$ cat src/rtl/irq_pkg.sv
package irq_pkg;
    localparam int NUM_SRC = 14;
    localparam int DATA_W  = 16;
    localparam int LVL_W   = 3;

    typedef logic [LVL_W-1:0] lvl_t;

    // fixed mapping from source bit index to CPU priority level
    function automatic lvl_t lvl_of(input int idx);
        lvl_t l;
        if (idx <= 2)       l = lvl_t'(1);
        else if (idx == 3)  l = lvl_t'(2);
        else if (idx <= 6)  l = lvl_t'(3);
        else if (idx <= 10) l = lvl_t'(4);
        else if (idx <= 12) l = lvl_t'(5);
        else                l = lvl_t'(6);
        return l;
    endfunction
endpackage

$ cat src/rtl/irq_src_edge.sv
module irq_src_edge #(
    parameter int N = 14
) (
    input  logic         clk,
    input  logic         rst_n,
    input  logic [N-1:0] src_i,
    output logic [N-1:0] rise_o
);
    logic [N-1:0] prev_d, prev_q;

    always_comb begin
        prev_d = src_i;
    end

    always_ff @(posedge clk or negedge rst_n) begin
        if (!rst_n) prev_q <= '0;
        else        prev_q <= prev_d;
    end

    for (genvar i = 0; i < N; i++) begin : g_rise
        assign rise_o[i] = src_i[i] & ~prev_q[i];
    end
endmodule

$ cat src/rtl/irq_setclr_reg.sv
module irq_setclr_reg #(
    parameter int W = 14
) (
    input  logic         clk,
    input  logic         rst_n,
    input  logic         wr_i,
    input  logic         set_dir_i,
    input  logic [W-1:0] wd_i,
    input  logic [W-1:0] hw_set_i,
    output logic [W-1:0] q_o
);
    logic [W-1:0] bits_d, bits_q;

    always_comb begin
        bits_d = bits_q;
        if (wr_i) begin
            if (set_dir_i) bits_d = bits_q | wd_i;
            else           bits_d = bits_q & ~wd_i;
        end
        // hardware set is applied last so it wins over a clearing write
        bits_d = bits_d | hw_set_i;
    end

    always_ff @(posedge clk or negedge rst_n) begin
        if (!rst_n) bits_q <= '0;
        else        bits_q <= bits_d;
    end

    assign q_o = bits_q;
endmodule

$ cat src/rtl/irq_level_enc.sv
module irq_level_enc
    import irq_pkg::*;
#(
    parameter int N = 14
) (
    input  logic [N-1:0] act_i,
    output lvl_t         lvl_o
);
    always_comb begin
        lvl_o = '0;
        for (int i = 0; i < N; i++) begin
            if (act_i[i] && (lvl_of(i) > lvl_o)) lvl_o = lvl_of(i);
        end
    end
endmodule

$ cat src/rtl/irq_level_ctrl.sv
module irq_level_ctrl
    import irq_pkg::*;
#(
    parameter int NSRC  = NUM_SRC,
    parameter int DW    = DATA_W
) (
    input  logic            clk,
    input  logic            rst_n,
    input  logic [NSRC-1:0] src_i,
    input  logic            wr_req_i,
    input  logic            wr_ena_i,
    input  logic [DW-1:0]   wr_data_i,
    output logic [DW-1:0]   req_rd_o,
    output logic [DW-1:0]   ena_rd_o,
    output logic [LVL_W-1:0] level_o
);
    localparam int DIR_BIT    = DW - 1;
    localparam int MASTER_BIT = NSRC;
    localparam int ENA_W      = NSRC + 1;

    typedef struct packed {
        lvl_t lvl;
    } state_t;

    state_t s_d, s_q;

    logic [NSRC-1:0]  rise;
    logic [NSRC-1:0]  req_q;
    logic [ENA_W-1:0] ena_q;
    logic [NSRC-1:0]  active;
    lvl_t             enc_lvl;

    irq_src_edge #(.N(NSRC)) u_edge (
        .clk    (clk),
        .rst_n  (rst_n),
        .src_i  (src_i),
        .rise_o (rise)
    );

    irq_setclr_reg #(.W(NSRC)) u_req (
        .clk       (clk),
        .rst_n     (rst_n),
        .wr_i      (wr_req_i),
        .set_dir_i (wr_data_i[DIR_BIT]),
        .wd_i      (wr_data_i[NSRC-1:0]),
        .hw_set_i  (rise),
        .q_o       (req_q)
    );

    irq_setclr_reg #(.W(ENA_W)) u_ena (
        .clk       (clk),
        .rst_n     (rst_n),
        .wr_i      (wr_ena_i),
        .set_dir_i (wr_data_i[DIR_BIT]),
        .wd_i      (wr_data_i[ENA_W-1:0]),
        .hw_set_i  ('0),
        .q_o       (ena_q)
    );

    assign active = req_q & ena_q[NSRC-1:0] & {NSRC{ena_q[MASTER_BIT]}};

    irq_level_enc #(.N(NSRC)) u_enc (
        .act_i (active),
        .lvl_o (enc_lvl)
    );

    always_comb begin
        s_d     = s_q;
        s_d.lvl = enc_lvl;
    end

    always_ff @(posedge clk or negedge rst_n) begin
        if (!rst_n) s_q <= '0;
        else        s_q <= s_d;
    end

    assign req_rd_o = {{(DW-NSRC){1'b0}}, req_q};
    assign ena_rd_o = {{(DW-ENA_W){1'b0}}, ena_q};
    assign level_o  = s_q.lvl;
endmodule


$ cat config.mk
export PLATFORM = sky130hd
export DESIGN_NAME = irq_level_ctrl
export DESIGN_NICKNAME = d
export VERILOG_FILES = /design/src/rtl/irq_pkg.sv /design/src/rtl/irq_src_edge.sv /design/src/rtl/irq_setclr_reg.sv /design/src/rtl/irq_level_enc.sv /design/src/rtl/irq_level_ctrl.sv
export SDC_FILE = /design/constraint.sdc
export NUM_CORES = 1
export LEC_CHECK = 0
export ABC_AREA = 1
export BUFFER_PORTS_ARGS = -buffer_cell sky130_fd_sc_hd__buf_2
export CORE_UTILIZATION = 25
export DETAILED_ROUTE_END_ITERATION = 7
export SLEW_MARGIN = 30
export SYNTH_ARGS = -nofsm -noshare
export SYNTH_HDL_FRONTEND = slang
export SYNTH_SLANG_ARGS = --single-unit
$ cat constraint.sdc
create_clock -name clk -period 1.1 [get_ports clk]
set_input_delay 0.11 -clock clk [delete_from_list [all_inputs] [get_ports clk]]
set_output_delay 0.11 -clock clk [all_outputs]
set_load 0.01 [all_outputs]
=== Word level (Yosys, flattened, before mapping) ===
Cells that the tools add are included.
Widths: inputs -> output; s select.

* Register bits after elaboration: 46
* Memories: 0
* ROM bits: 0
* Memory bits (writable): 0
* Bits in latches: 0

* $mul: 0
* Bitwise gates (word level): 37
* Order comparisons: 13
* Equality and inequality tests: 0
* $add $sub $neg: 0
* Shift operators: 0
* Mux-type cells: 17
* Reduce and logical (&&, ||, !) cells: 13
* Divide/modulo/power cells: 0

{| class="wikitable"
|+ Operator list
! cell !! count
|-
| $and 14x14->14 || 3
|-
| $mux 3 || 13
|-
| $mux 14 || 2
|-
| $or 14x14->14 || 2
|-
| $gt 3x3->1 const A || 7
|-
| $and 15x15->15 || 1
|-
| $mux 15 || 1
|-
| $not 15->15 || 1
|-
| $or 15x15->15 || 1
|-
| $and 1x1->1 || 14
|-
| $not 1->1 || 14
|-
| $not 14->14 || 1
|-
| $logic_and 1x1->1 || 13
|-
| $gt 2x3->1 const A || 4
|-
| $gt 1x3->1 const A || 2
|-
| $mux 1 || 1
|}

=== Depth between registers and ports, before layout ===
* Depth after elaboration: 42
* Mapped depth: 6

=== Hierarchy ===
From an unflattened synthesis, not the netlist that was laid out.

* Cell total of the unflattened synthesis: 282
* Area, all modules: 2254.7 um^2

{| class="wikitable"
|+ By module, submodules not included
! module !! area each (um^2) !! sequential area each (um^2) !! cells each !! times used
|-
| irq_setclr_reg (u_ena) || 739.5 || 375.4 || 94 || 1
|-
| irq_setclr_reg (u_req) || 701.9 || 350.3 || 88 || 1
|-
| irq_src_edge || 490.5 || 350.3 || 42 || 1
|-
| irq_level_ctrl || 221.5 || 75.1 || 37 || 1
|-
| irq_level_enc || 101.3 || 0.0 || 21 || 1
|}

=== Worst setup path before layout ===
Ideal clock, no wire load.

* Path type: register -> register
* From: register with a tool-made name
* To: register s_q (netlist bit level_o[2])
* Cell stages (with the launch flop): 5
* Arrival time: 860 ps
* Slack: 104 ps
* Period minus slack after synthesis: 996 ps
* Data required time: 964 ps
* Path through: dfrtp_1 inv_2 nor2_1 a31oi_1 nand3_1

{| class="wikitable"
|+ RTL lines
! element !! line !! RTL
|-
| end signal, assigned || irq_level_ctrl.sv:73 || <nowiki>if (!rst_n) s_q <= '0;</nowiki>
|-
| end signal, assigned || irq_level_ctrl.sv:74 || <nowiki>else s_q <= s_d;</nowiki>
|-
| end, declared || irq_level_ctrl.sv:25 || <nowiki>state_t s_d, s_q;</nowiki>
|}

==> summary.txt <==
Outcome
  – Status: finished clean

Floorplanning
  – Die Width: between 80 and 90 um
  – Rows: 30
  – IO Count: approximately 70
  – Core ar.: around 7000 um^2
  – Initial Util: between 20% and 30%
  – Die ar.: 7550 um^2
  – Die Ht: 86.9 um

Global route
  – All-Layer GR Usage: a little over an eighth
  – Largest net degree at the start of global routing: 47
  – Initial antenna violation count: 0
  – First-pass GRT wire length: around 7.4 mm
  – Overflow after GRT: 0
  – Vias in the first global route: about 1500

STA
  – Final Cycle Share: 98.0%
  – Setup TNS: 0 ns
  – RSZ-0062 raised after global routing: yes
  – Worst hold slack: 0.0241 ns
  – Clk_skew: a little over 0.007 ns
  – Final setup fails: 0
  – Fin. max-slew vios: 0
  – Post-layout min period: 1.08 ns
  – Max Freq: 928 MHz
  – Fin. Hold Viols: 0

Finish
  – Antenna Cells: 0
  – Fillers: approximately 700
  – Layout Nets: roughly 300
  – Area grow syn2layout: 42.5%
  – Fin util: between 30% and 40%
  – Fraction of layout cells with a size suffix above 1: 31.6%

Pwr
  – Pwr dens: 1570 nW/um^2
  – Peak supply drop: between 0.0006 and 0.0007 V
  – Power, Total: between 4 and 5 mW
  – Lkg Pwr: between 1 and 1.5 nW

Worst setup path
  – Slowest stage delay, CP: 0.44 ns
  – Critical Path RT: roughly 1 ns
  – Most common cell on crit path: buf_6
  – CP max FO: 4
  – Worst-path cell chain: buf_6, buf_6
  – Crit end category: output pin
  – CP bufs+invs: 2
  – Startpoint type of the worst setup path: register
  – Kind of critical path: reg -> out
  – Slowest CP cell: dfrtp_2
  – Worst EP arrival: 0.97 ns
  – Cell class contributing the biggest share of worst-path delay: flip-flops

Detailed routing
  – Avg WL per Cell: approximately 13 um
  – Drt first-iter violations: 98
  – Antenna viol nets, final: 0
  – Via count: between 1500 and 2000
  – Vias per cell: 4.38
  – Drt total wl: 4.60 mm
  – First-pass DRT Iterations: 4
  – DR DRC count: 0

Clocking
  – Cts bufs inserted: 5
  – Clock sinks: 46
  – Htree depth: 2
  – Root buf cell: clkbuf_8
  – Clock latency on the worst-skew pair: just under 0.3 ns
  – CTS tree: built
  – Clk slew on worst S/H paths: ~0.080 ns
  – Max clock buf depth: 2

Yosys
  – #FFs+latches synth: 46
  – Post-Syn Area per Cell: 10.2 um^2
  – Yosys warns: 0
  – Synth Cell Area: roughly 1800 um^2
  – Syn Inst Count: ~180
  – Register area share after synthesis: between 60% and 70%
  – Synth cell types: 15

Placed design
  – HPWL Detailed: 3.18 mm
  – Buffers on Ports: between 60 and 70
  – Gp weighted congestion: between 0.7 and 0.8

Min path
  – Hold WC Path Type: in -> reg

Job
  – Max-cap viol count: 0
-- layout make-up --
| cell class | count | area, um^2 | area share (%) |
|---|---|---|---|
| flip-flops and latches | 46 | 1150 | 44.9 |
| repair buffers | 87 | 576 | 22.4 |
| clock buffers | 7 | 76.3 | 2.97 |
| clock inverters | 1 | 30.0 | 1.17 |
| inverters | 17 | 63.8 | 2.49 |
| well taps | 96 | 120 | 4.68 |
| multi-input cells | 105 | 548 | 21.4 |
-- through the flow --
step                std cells  setup WS (ns)  instance area (um^2)
floorplan                 178          0.104                  1810
CTS                       359        0.00700                  2560
detailed placement        334         0.0596                  2270
global placement          334          0.107                  2270
global route              359        -0.0242                  2570
finish                    359         0.0225                  2570
-- path summary, 6_finish.rpt --
path | cells past startpoint | end | startpoint | slack, ns
min | 2 | register | wr_data_i[9] | 0.02
max in group asynchronous | 3 | asynchronous set/reset pin | rst_n | 0.55
min in group asynchronous | 3 | u_edge.prev_q[6]$_DFF_PN0_ | rst_n | 0.33
min reg2reg | 1 | u_req.q_o[0]$_DFF_PN0_ | u_edge.prev_q[0]$_DFF_PN0_ | 0.49
max | 2 | ena_rd_o[14] | register | 0.02
max reg2reg | 3 | level_o[2]$_DFF_PN0_ | register | 0.08
-- worst register-to-register path, cell delays in order (launching register included) --
cell and delay, ns:
dfrtp_2 0.44, buf_4 0.15, a31oi_2 0.20, nand3_1 0.10
-- per-layer routing --
layer | vias to the layer above | GRT usage (%) | part of all wire [%]
li1 | 775 | - | -
met1 | 746 | 16.9 | 46
met2 | 49 | 21.3 | 48
met3 | 2 | 4.36 | 5.7
met4 | 0 | 2.42 | 0.17
met5 | - | 0 | 0
-- placed cells by master, fill, tap and decap left out, drive strengths merged --
| cell | count |
|---|---|
| nor2 | 1 |
| nand2 | 47 |
| o221ai | 14 |
| nand3 | 6 |
| clkbuf | 7 |
| conb | 3 |
| inv | 17 |
| o21ai | 1 |
| dlygate4sd3 | 15 |
| buf | 72 |
| dfrtp | 46 |
| a21oi | 17 |
| a31oi | 16 |
| bufinv | 1 |
-- power breakdown --
part           total (mW)  leakage (nW)  switching, mW  internal, mW
combinational       0.818         0.689          0.442         0.376
clock                1.22        0.0524          0.541         0.680
sequential           2.00         0.512          0.125          1.87
-- repair_timing --
action                                  4_1_cts  5_1_grt
hold buffers                                 15        0
gates resized for setup                       3        2
endpoints found under the setup margin        1        4
hold endpoints to repair                     60        0
buffers inserted                              2        0
cloned                                        0        0
-- synthesized netlist by cell type --
library cell | number | area share (%)
buf_4 | 3 | 1.3
inv_1 | 16 | 3.3
nor2_1 | 1 | 0.21
buf_2 | 5 | 1.4
dfrtp_1 | 46 | 64
o21ai_1 | 1 | 0.28
conb_1 | 1 | 0.21
nand3_1 | 6 | 1.7
a21oi_1 | 16 | 4.4
a31oi_1 | 16 | 5.6
clkbuf_1 | 2 | 0.42
nand2_1 | 47 | 9.8
o221ai_1 | 14 | 6.8
a21oi_2 | 1 | 0.49
inv_2 | 1 | 0.21
-- cells by family (layout without fill, tap and decap cells) --
logic type	Yosys count	after routing	share of synthesized area [%]
simple gates	54	54	11.7
compound gates	48	48	17.6
buf+inv	27	112	6.60
flops	46	46	63.9
other cells	1	3	0.208
No activity file was read; power rests on OpenSTA's default activity.
